## config.mk

```make
export PLATFORM = sky130hd
export DESIGN_NAME = i2c_regfile_slave
export DESIGN_NICKNAME = d
export VERILOG_FILES = /design/src/rtl/i2c_slv_pkg.sv /design/src/rtl/i2c_line_sync.sv /design/src/rtl/i2c_bus_events.sv /design/src/rtl/i2c_slv_fsm.sv /design/src/rtl/i2c_regfile_slave.sv
export SDC_FILE = /design/constraint.sdc
export NUM_CORES = 1
export LEC_CHECK = 0
export BUFFER_PORTS_ARGS = -buffer_cell sky130_fd_sc_hd__buf_2
export CELL_PAD_IN_SITES_DETAIL_PLACEMENT = 0
export CELL_PAD_IN_SITES_GLOBAL_PLACEMENT = 2
export CORE_MARGIN = 4
export CORE_UTILIZATION = 36
export DETAILED_ROUTE_END_ITERATION = 10
export PLACE_DENSITY_LB_ADDON = 0.1
export SLEW_MARGIN = 40
export SYNTH_ARGS = -nofsm -noshare
export SYNTH_HDL_FRONTEND = slang
export SYNTH_SLANG_ARGS = --single-unit
```

## constraint.sdc

```tcl
create_clock -name clk -period 3 [get_ports clk]
set_clock_uncertainty 0.15 [all_clocks]
set_input_delay 0.15 -clock clk [delete_from_list [all_inputs] [get_ports clk]]
set_output_delay 0.15 -clock clk [all_outputs]
set_load 0.01 [all_outputs]
```

## src/rtl/i2c_slv_pkg.sv

```systemverilog
package i2c_slv_pkg;

    localparam int BYTE_BITS = 8;

    typedef enum logic [3:0] {
        ST_IDLE,
        ST_ADDR,
        ST_ADDR_ACK,
        ST_PTR,
        ST_PTR_ACK,
        ST_WR,
        ST_WR_ACK,
        ST_RD,
        ST_RD_ACK,
        ST_WAIT
    } slv_state_t;

endpackage

```

## src/rtl/i2c_line_sync.sv

```systemverilog
module i2c_line_sync #(
    parameter int   STAGES    = 2,
    parameter logic RESET_VAL = 1'b1
) (
    input  logic clk,
    input  logic rst_n,
    input  logic din,
    output logic dout
);
    logic [STAGES-1:0] chain;

    generate
        for (genvar g = 0; g < STAGES; g++) begin : g_stage
            if (g == 0) begin : g_first
                always_ff @(posedge clk or negedge rst_n) begin
                    if (!rst_n) chain[g] <= RESET_VAL;
                    else        chain[g] <= din;
                end
            end else begin : g_next
                always_ff @(posedge clk or negedge rst_n) begin
                    if (!rst_n) chain[g] <= RESET_VAL;
                    else        chain[g] <= chain[g-1];
                end
            end
        end
    endgenerate

    assign dout = chain[STAGES-1];
endmodule

```

## src/rtl/i2c_bus_events.sv

```systemverilog
module i2c_bus_events (
    input  logic clk,
    input  logic rst_n,
    input  logic scl_s,
    input  logic sda_s,
    output logic scl_rise,
    output logic scl_fall,
    output logic start_det,
    output logic stop_det
);
    logic scl_d;
    logic sda_d;

    always_ff @(posedge clk or negedge rst_n) begin
        if (!rst_n) begin
            scl_d <= 1'b1;
            sda_d <= 1'b1;
        end else begin
            scl_d <= scl_s;
            sda_d <= sda_s;
        end
    end

    always_comb begin
        scl_rise  = scl_s & ~scl_d;
        scl_fall  = ~scl_s & scl_d;
        start_det = scl_s & scl_d & sda_d & ~sda_s;
        stop_det  = scl_s & scl_d & ~sda_d & sda_s;
    end
endmodule

```

## src/rtl/i2c_slv_fsm.sv

```systemverilog
module i2c_slv_fsm
    import i2c_slv_pkg::*;
#(
    parameter logic [6:0] DEV_ADDR = 7'b1000001,
    parameter int          PTR_W    = 8
) (
    input  logic                 clk,
    input  logic                 rst_n,
    input  logic                 scl_rise,
    input  logic                 scl_fall,
    input  logic                 start_det,
    input  logic                 stop_det,
    input  logic                 sda_s,
    input  logic [BYTE_BITS-1:0] reg_rdata,
    output logic [PTR_W-1:0]     reg_addr,
    output logic [BYTE_BITS-1:0] reg_wdata,
    output logic                 reg_we,
    output logic                 sda_oe,
    output slv_state_t           state
);
    localparam int          CNT_W    = $clog2(BYTE_BITS + 1);
    localparam logic [CNT_W-1:0] CNT_FULL = CNT_W'(BYTE_BITS);
    localparam logic [CNT_W-1:0] CNT_LAST = CNT_W'(BYTE_BITS - 1);

    slv_state_t           nxt;
    logic [BYTE_BITS-1:0] rx_sr;
    logic [BYTE_BITS-1:0] tx_sr;
    logic [CNT_W-1:0]     bit_cnt;
    logic [PTR_W-1:0]     ptr;
    logic                 rw_q;
    logic                 mack_q;
    logic                 we_q;
    logic                 rx_done;
    logic                 tx_done;

    assign rx_done = scl_fall && (bit_cnt == CNT_FULL);
    assign tx_done = scl_fall && (bit_cnt == CNT_LAST);

    // next-state logic
    always_comb begin
        nxt = state;
        if (start_det) begin
            nxt = ST_ADDR;
        end else if (stop_det) begin
            nxt = ST_IDLE;
        end else begin
            unique case (state)
                ST_IDLE, ST_WAIT: nxt = state;
                ST_ADDR:     if (rx_done) nxt = (rx_sr[BYTE_BITS-1:1] == DEV_ADDR) ? ST_ADDR_ACK : ST_WAIT;
                ST_ADDR_ACK: if (scl_fall) nxt = rw_q ? ST_RD : ST_PTR;
                ST_PTR:      if (rx_done) nxt = ST_PTR_ACK;
                ST_PTR_ACK:  if (scl_fall) nxt = ST_WR;
                ST_WR:       if (rx_done) nxt = ST_WR_ACK;
                ST_WR_ACK:   if (scl_fall) nxt = ST_WR;
                ST_RD:       if (tx_done) nxt = ST_RD_ACK;
                ST_RD_ACK:   if (scl_fall) nxt = mack_q ? ST_RD : ST_WAIT;
                default:     nxt = ST_IDLE;
            endcase
        end
    end

    // state register
    always_ff @(posedge clk or negedge rst_n) begin
        if (!rst_n) state <= ST_IDLE;
        else        state <= nxt;
    end

    // shift registers, bit counter, pointer
    always_ff @(posedge clk or negedge rst_n) begin
        if (!rst_n) begin
            rx_sr   <= '0;
            tx_sr   <= '1;
            bit_cnt <= '0;
            ptr     <= '0;
            rw_q    <= 1'b0;
            mack_q  <= 1'b0;
            we_q    <= 1'b0;
        end else begin
            we_q <= 1'b0;
            if (start_det || stop_det) begin
                bit_cnt <= '0;
                tx_sr   <= '1;
            end else begin
                case (state)
                    ST_ADDR, ST_PTR, ST_WR: begin
                        if (scl_rise) begin
                            rx_sr   <= {rx_sr[BYTE_BITS-2:0], sda_s};
                            bit_cnt <= bit_cnt + 1'b1;
                        end else if (rx_done) begin
                            bit_cnt <= '0;
                            if (state == ST_ADDR) rw_q <= rx_sr[0];
                            if (state == ST_PTR)  ptr  <= PTR_W'(rx_sr);
                            if (state == ST_WR)   we_q <= 1'b1;
                        end
                    end
                    ST_ADDR_ACK: begin
                        if (scl_fall) begin
                            bit_cnt <= '0;
                            if (rw_q) tx_sr <= reg_rdata;
                        end
                    end
                    ST_WR_ACK: begin
                        if (scl_fall) ptr <= ptr + 1'b1;
                    end
                    ST_RD: begin
                        if (tx_done) begin
                            bit_cnt <= '0;
                            tx_sr   <= '1;
                            ptr     <= ptr + 1'b1;
                        end else if (scl_fall) begin
                            tx_sr   <= {tx_sr[BYTE_BITS-2:0], 1'b1};
                            bit_cnt <= bit_cnt + 1'b1;
                        end
                    end
                    ST_RD_ACK: begin
                        if (scl_rise) mack_q <= ~sda_s;
                        if (scl_fall && mack_q) tx_sr <= reg_rdata;
                    end
                    default: ;
                endcase
            end
        end
    end

    // outputs
    always_comb begin
        reg_addr  = ptr;
        reg_wdata = rx_sr;
        reg_we    = we_q;
        unique case (state)
            ST_ADDR_ACK, ST_PTR_ACK, ST_WR_ACK: sda_oe = 1'b1;
            ST_RD:                              sda_oe = ~tx_sr[BYTE_BITS-1];
            default:                            sda_oe = 1'b0;
        endcase
    end
endmodule

```

## src/rtl/i2c_regfile_slave.sv

```systemverilog
module i2c_regfile_slave
    import i2c_slv_pkg::*;
#(
    parameter logic [6:0] DEV_ADDR    = 7'b1000001,
    parameter int         SYNC_STAGES = 2
) (
    input  logic       clk,
    input  logic       rst_n,
    input  logic       scl_i,
    input  logic       sda_i,
    output logic       sda_oe,
    output logic [7:0] reg_addr,
    output logic [7:0] reg_wdata,
    output logic       reg_we,
    input  logic [7:0] reg_rdata
);
    logic       scl_s;
    logic       sda_s;
    logic       scl_rise;
    logic       scl_fall;
    logic       start_det;
    logic       stop_det;
    slv_state_t state;

    i2c_line_sync #(.STAGES(SYNC_STAGES), .RESET_VAL(1'b1)) u_scl_sync (
        .clk(clk), .rst_n(rst_n), .din(scl_i), .dout(scl_s)
    );

    i2c_line_sync #(.STAGES(SYNC_STAGES), .RESET_VAL(1'b1)) u_sda_sync (
        .clk(clk), .rst_n(rst_n), .din(sda_i), .dout(sda_s)
    );

    i2c_bus_events u_events (
        .clk(clk), .rst_n(rst_n), .scl_s(scl_s), .sda_s(sda_s),
        .scl_rise(scl_rise), .scl_fall(scl_fall),
        .start_det(start_det), .stop_det(stop_det)
    );

    i2c_slv_fsm #(.DEV_ADDR(DEV_ADDR), .PTR_W(8)) u_fsm (
        .clk(clk), .rst_n(rst_n),
        .scl_rise(scl_rise), .scl_fall(scl_fall),
        .start_det(start_det), .stop_det(stop_det), .sda_s(sda_s),
        .reg_rdata(reg_rdata), .reg_addr(reg_addr), .reg_wdata(reg_wdata),
        .reg_we(reg_we), .sda_oe(sda_oe), .state(state)
    );
endmodule

```

### Yosys cells after proc, flatten, opt, wreduce, memory -nomap -nowiden

Cells that the tools add are included.
W data, S select, Z words.

* $add $sub $neg: 2
* eq/ne operators: 30
* multiplexer cells: 39
* bitwise gates (word level): 14
* reduce and logical (&&, ||, !) cells: 19

Operators by type and width (count)
* $mux W8: 11
* $mux W4: 17
* $pmux W8 S3: 2
* $ne A4 B1 Y1 const B: 8
* $pmux W4 S8: 1
* $eq A4 B3 Y1 const B: 5
* $eq A4 B4 Y1 const B: 3
* $ne A3 B1 Y1 const B: 4
* $pmux W4 S3: 1
* $reduce_and A5 Y1: 2
* $add A8 B1 Y8 const B: 1
* $eq A4 B2 Y1 const B: 2
* $ne A2 B1 Y1 const B: 4
* $reduce_and A8 Y1: 1
* $reduce_bool A4 Y1: 2
* $and A1 B1 Y1: 7
* $eq A7 B7 Y1 const B: 1
* $not A1 Y1: 7
* $reduce_and A7 Y1: 1
* $reduce_and A3 Y1: 2
* $reduce_or A3 Y1: 2
* $mux W1: 5
* $add A4 B1 Y4 const B: 1
* $eq A4 B1 Y1 const B: 1
* other kinds (10): 13

* register bits: 41
* word-level logic and storage cells: 118
* input bits: 12

### Longest topological paths before layout

* depth in word-level cells: 7
* mapped depth: 8

### Modules after synthesis

Synthesis repeated with hierarchy kept, for this count alone.

* cell total of the unflattened synthesis: 235
* area total of the unflattened synthesis: 2252.2 µm²

Modules (own cells, without submodules)
* i2c_slv_fsm: cells each 225, seq. area each 885.8 µm², times used 1, area an instance 2062.0 µm²
* i2c_line_sync: cells each 2, seq. area each 52.6 µm², times used 2, area an instance 52.6 µm²
* i2c_bus_events: cells each 6, seq. area each 52.6 µm², times used 1, area an instance 85.1 µm²

### Worst setup path before layout

Ideal clock, no wire load.

* kind: register -> register
* start point: register u_events.scl_d
* end point: register u_fsm.ptr[2] (netlist: u_fsm.reg_addr[2])
* arrival time: 2.039 ns
* clock period less this slack: 2.310 ns
* path slack: 0.690 ns
* stages on the path, launching flop included: 7
* required time: 2.729 ns
* cell sequence: dfstp_2 -> nand2b_1 -> buf_6 -> or3_1 -> a221o_1 -> or4_1 -> and4b_1

* cells in the longest elaborated chain, start to end: 6

Ends and longest elaborated chain
* from (decl): RTL line i2c_bus_events.sv:11 `logic scl_d;`
* from (signal assigned): RTL line i2c_bus_events.sv:19 `scl_d <= scl_s;`
* $and A1 B1 Y1: RTL line i2c_bus_events.sv:27, i2c_bus_events.sv:28
* $and A1 B1 Y1 (on tied branches) (2 in series): RTL line i2c_bus_events.sv:27, i2c_bus_events.sv:28
* $logic_or A1 B1 Y1: RTL line i2c_slv_fsm.sv:80 `if (start_det || stop_det) begin`
* $not A1 Y1 (no line)
* $reduce_and A7 Y1 (no line) *
* to (signal assigned): RTL line i2c_slv_fsm.sv:92 `if (state == ST_PTR) ptr <= PTR_W'(rx_sr);`
* to (signal assigned): RTL line i2c_slv_fsm.sv:103 `if (scl_fall) ptr <= ptr + 1'b1;`
* to (signal assigned): RTL line i2c_slv_fsm.sv:109 `ptr <= ptr + 1'b1;`
* to (decl): RTL line i2c_slv_fsm.sv:29 `logic [PTR_W-1:0] ptr;`

Mark *: on every way between the ends. The rest lies on a longest branch, timed or not.
A chain may end at the register's enable or synchronous reset.

### Worst setup path after layout

* start point: register u_fsm.state[3]
* end point: register u_fsm.ptr[2] (netlist: u_fsm.reg_addr[2])

* cells in the longest elaborated chain, start to end: 4

Ends and longest elaborated chain
* from (decl): RTL line i2c_slv_fsm.sv:19 `output slv_state_t state`
* from (signal assigned): RTL line i2c_slv_fsm.sv:65 `else state <= nxt;`
* $eq A4 B3 Y1 (tied with other cells): RTL line i2c_slv_fsm.sv:84 `case (state)`
* $reduce_or A3 Y1: RTL line i2c_slv_fsm.sv:84
* $ne A2 B1 Y1 (no line) (tied with other cells)
* $reduce_and A7 Y1 (no line)

Several ways; a longest one is shown, not always the timed one.

==> summary.md <==
| Metric | Value |
|---|---|
| Status | finished, final reports clean |
| GRT Total Usage | 15.46% |
| R2R depth | 5 |
| Vias in the first global route | 1,834 |
| Starting Density | 37.86% |
| Hold path start | reg_rdata[0] |
| Design Power | 2.179 mW |
| EDFF count, synth | 0 |
| Switching share of power | 36.62% |
| GR Overflow Total | 0 |
| Most common library cell in the layout ignoring fill and taps | buf_2 |
| Worst vdd ir | 0.3699 mV |
| Mapped Area | 0.002295 mm² |
| Comb power frac | 35.9% |
| Worst Path Max Fanout | 13 |
| R2R setup slack | 0.52 ns |
| GPL Wtd Cong | 0.8164 |
| Placed insts | 333 |
| Num CTS Buffers | 5 |
| Number of antenna violations at the first check in global routing | 0 |
| Pre-CTS setup slack | 0.5355 ns |
| IO Pins | 30 |
| Worst Max-Slew Pin Slew | 0.6188 ns |
| Sw Pwr | 797.8 µW |
| Clk pwr share | 20.8% |
| CP endpoint kind | register |
| Reg-to-Reg End | u_fsm.reg_addr[2]$_DFFE_PN0P_ |
| Synth warn | 0 |
| Placement row count | 28 |
| Pins Over Slew Limit | 0 |
| Worst slew margin | 58.50% |
| First-pass GRT wire length | 9294 µm |
| Vias/cell | 5.445 |
| R2R Path Start | u_fsm.state[3]$_DFFE_PN0P_ |
| DRC Markers | 0 |
| Worst skew pair latency | 0.30 ns |
| Setup violators final | 0 |
| Drt pass-1 iters | 4 |
| LEAKAGE | 1.156 nW |
| Sequential share of the synthesized area | 45.47% |
| Worst hold path type | input pin to register |
| WHS | 0.02440 ns |
| Highest Clock Rate | 402.7 MHz |
| Hold Crit Depth | 4 |
| N_diodes | 0 |
| CTS tree | built |
| Int Pwr | 1.381 mW |
| Clock buffer depth | 2 |
| Max-capacitance violation count | 0 |
| Setup bufs post-CTS | 0 |
| Final hold vios | 0 |
| P per Cell Area | 812.2 mW/mm² |
| Layout area overhead | 16.90% |
| Initial DRC Count | 106 |
| Synth area leader | dfrtp_1 |
| Commonest non-fill, non-tap cells in the layout | buf_2 (28), dfrtp_1 (27), nand2_1 (23) |
| Final Net Count | 283 |
| HPWL Detailed | 3877 µm |
| Setup TNS | 0 ns |
| Routed wire length | 5458 µm |
| Clock Pin Slew Worst Setup and Hold Paths | 0.08 ns |
| DR WL/cell | 15.87 µm |
| Root Driver | clkbuf_8 |
| Layout cell share with drive strength beyond 1 | 30.11% |
| IO Port Bufs | 29 |
| Synthesis-stage register bit count | 41 |
| Antenna Nets Post-Route | 0 |
| Worst path required time | 3.03 ns |
| Critical path class | register to register |
| Via count | 1,873 |
| Die H | 87.84 µm |
| Arrival time at the worst endpoint | 2.52 ns |
| Unique masters post-synth | 48 |
| Chip Width | 87.84 µm |
| Total core area | 0.006061 mm² |
| CP Launch Type | register |
| Part of the power in registers | 43.3% |
| Final critical-path required period | 2.483 ns |
| FFs w/ async S/R, synth | 100.0% |
| Top post-synthesis cells by area | dfrtp_1 (29%), dfstp_2 (16%), mux2_2 (9.8%) |
| Main synth FF type | dfrtp_1 |
| RSZ-0062 raised after global routing | false |
| H-tree Lvls | 2 |
| Yosys top cell area share | 29.44% |
| Final Cycle Share | 82.78% |
| Pin count of the biggest net entering global routing | 42 |
| Setup ws final | 0.5165 ns |
| Post-Syn Nets | 248 |
| Avg Inst Size Synth | 9.849 µm² |
| Post-Syn Instances | 233 |
| Fin cells | 344 |
| CTS Sinks | 41 |
| Hold endpoint | u_fsm.tx_sr[0]$_DFFE_PN1P_ |
| Die ar. | 0.007716 mm² |
-- cells by family (layout without fill, tap and decap cells) --
group	Yosys count	count (layout)	synth area share, %
DFF	41	41	45.47
muxes	21	21	10.25
adders and majority gates	3	3	1.636
AOI/OAI and AO/OA	58	58	18.21
buffers and inverters	19	55	3.544
and+or+nand+nor	90	90	20.50
xor gates and xnor gates	1	1	0.3817
-- layout make-up --
type | count | area (µm²)
Tap cell | 75 | 93.84
Timing Repair Buffer | 40 | 237.7
Clock buffer | 6 | 72.57
Clock inverter | 2 | 38.79
Fill cell | 623 | 3378
Multi-Input combinational cell | 173 | 1170
Sequential cell | 41 | 1044
Inverter | 7 | 26.28
-- flip-flops by register name, summed over array words and instances (netlist names) --
register / flops
u_events.scl_d: 1
u_events.sda_d: 1
u_fsm.bit_cnt: 4
u_fsm.mack_q: 1
u_fsm.reg_addr: 8
u_fsm.reg_wdata: 8
u_fsm.reg_we: 1
u_fsm.rw_q: 1
u_fsm.state: 4
u_fsm.tx_sr: 8
u_scl_sync.chain: 1
u_scl_sync.dout: 1
u_sda_sync.chain: 1
u_sda_sync.dout: 1
-- critical path: stages, from the launching register on --
cell and delay, ns:
dfrtp_1 0.57, and3b_1 0.36, o21a_1 0.16, a221o_1 0.42
or4_1 0.50, and4b_1 0.21
-- per-stage QoR --
stage,cell area [µm²],util (%)
detailed placement,2541,41.93
CTS,2683,44.26
global placement,2539,41.89
finish,2683,44.26
floorplan,2295,-
global route,2683,44.26
-- per-layer routing --
layer | up-vias | global-route usage (%) | share of wire [%]
li1 | 938 | - | -
met1 | 889 | 22.42 | 50
met2 | 41 | 23.36 | 44
met3 | 5 | 3.198 | 4.7
met4 | 0 | 4.184 | 0.97
met5 | - | 0 | 0
-- cells in the mapped netlist (2+ instances only) --
cell type  instances
a21boi_0           4
nor4b_1            2
inv_1              7
nor3_1            12
buf_2              2
o21ai_0           11
a211o_1            2
nand4_1            2
o21bai_1           4
and4b_1            2
nand2_1           23
mux2_2            20
or3_1              6
clkbuf_1           9
nor2_1            11
a31oi_1            3
dfstp_2           14
o32ai_1            2
nand3_1           13
a21oi_1            7
a2bb2oi_1          4
nor3b_1            3
nand2b_1           5
o22ai_1            8
o41ai_1            2
ha_1               3
dfrtp_1           27
nor2b_1            5
-- what timing repair did --
action	CTS	global route
gates resized for setup	0	0
hold endpoints to repair	29	0
hold buffers	3	0
-- power by group through the flow --
stage	Sequential (mW)	Clock (mW)	Combinational, mW
final	0.943	0.453	0.783
after global routing	0.977	0.500	0.881
after CTS	0.945	0.471	0.792
after detailed placement	0.953	0	0.785
after global placement	0.952	0	0.798
after floorplan	0.916	0	0.530
-- worst max path at each step --
stage                               startpoint  slack [ns]  cells after the start                             to
detailed placement  u_fsm.state[2]$_DFFE_PN0P_        0.54                      5   u_fsm.bit_cnt[3]$_DFFE_PN0P_
global placement      u_events.scl_d$_DFF_PN1_        0.56                      5  u_fsm.reg_addr[2]$_DFFE_PN0P_
floorplan             u_events.scl_d$_DFF_PN1_        0.69                      6  u_fsm.reg_addr[2]$_DFFE_PN0P_
finish              u_fsm.state[3]$_DFFE_PN0P_        0.52                      5  u_fsm.reg_addr[2]$_DFFE_PN0P_
CTS                 u_fsm.state[2]$_DFFE_PN0P_        0.50                      5   u_fsm.bit_cnt[3]$_DFFE_PN0P_
global route        u_fsm.state[2]$_DFFE_PN0P_        0.28                      5   u_fsm.bit_cnt[3]$_DFFE_PN0P_
Note: power is estimated with default switching activity, not from simulation.
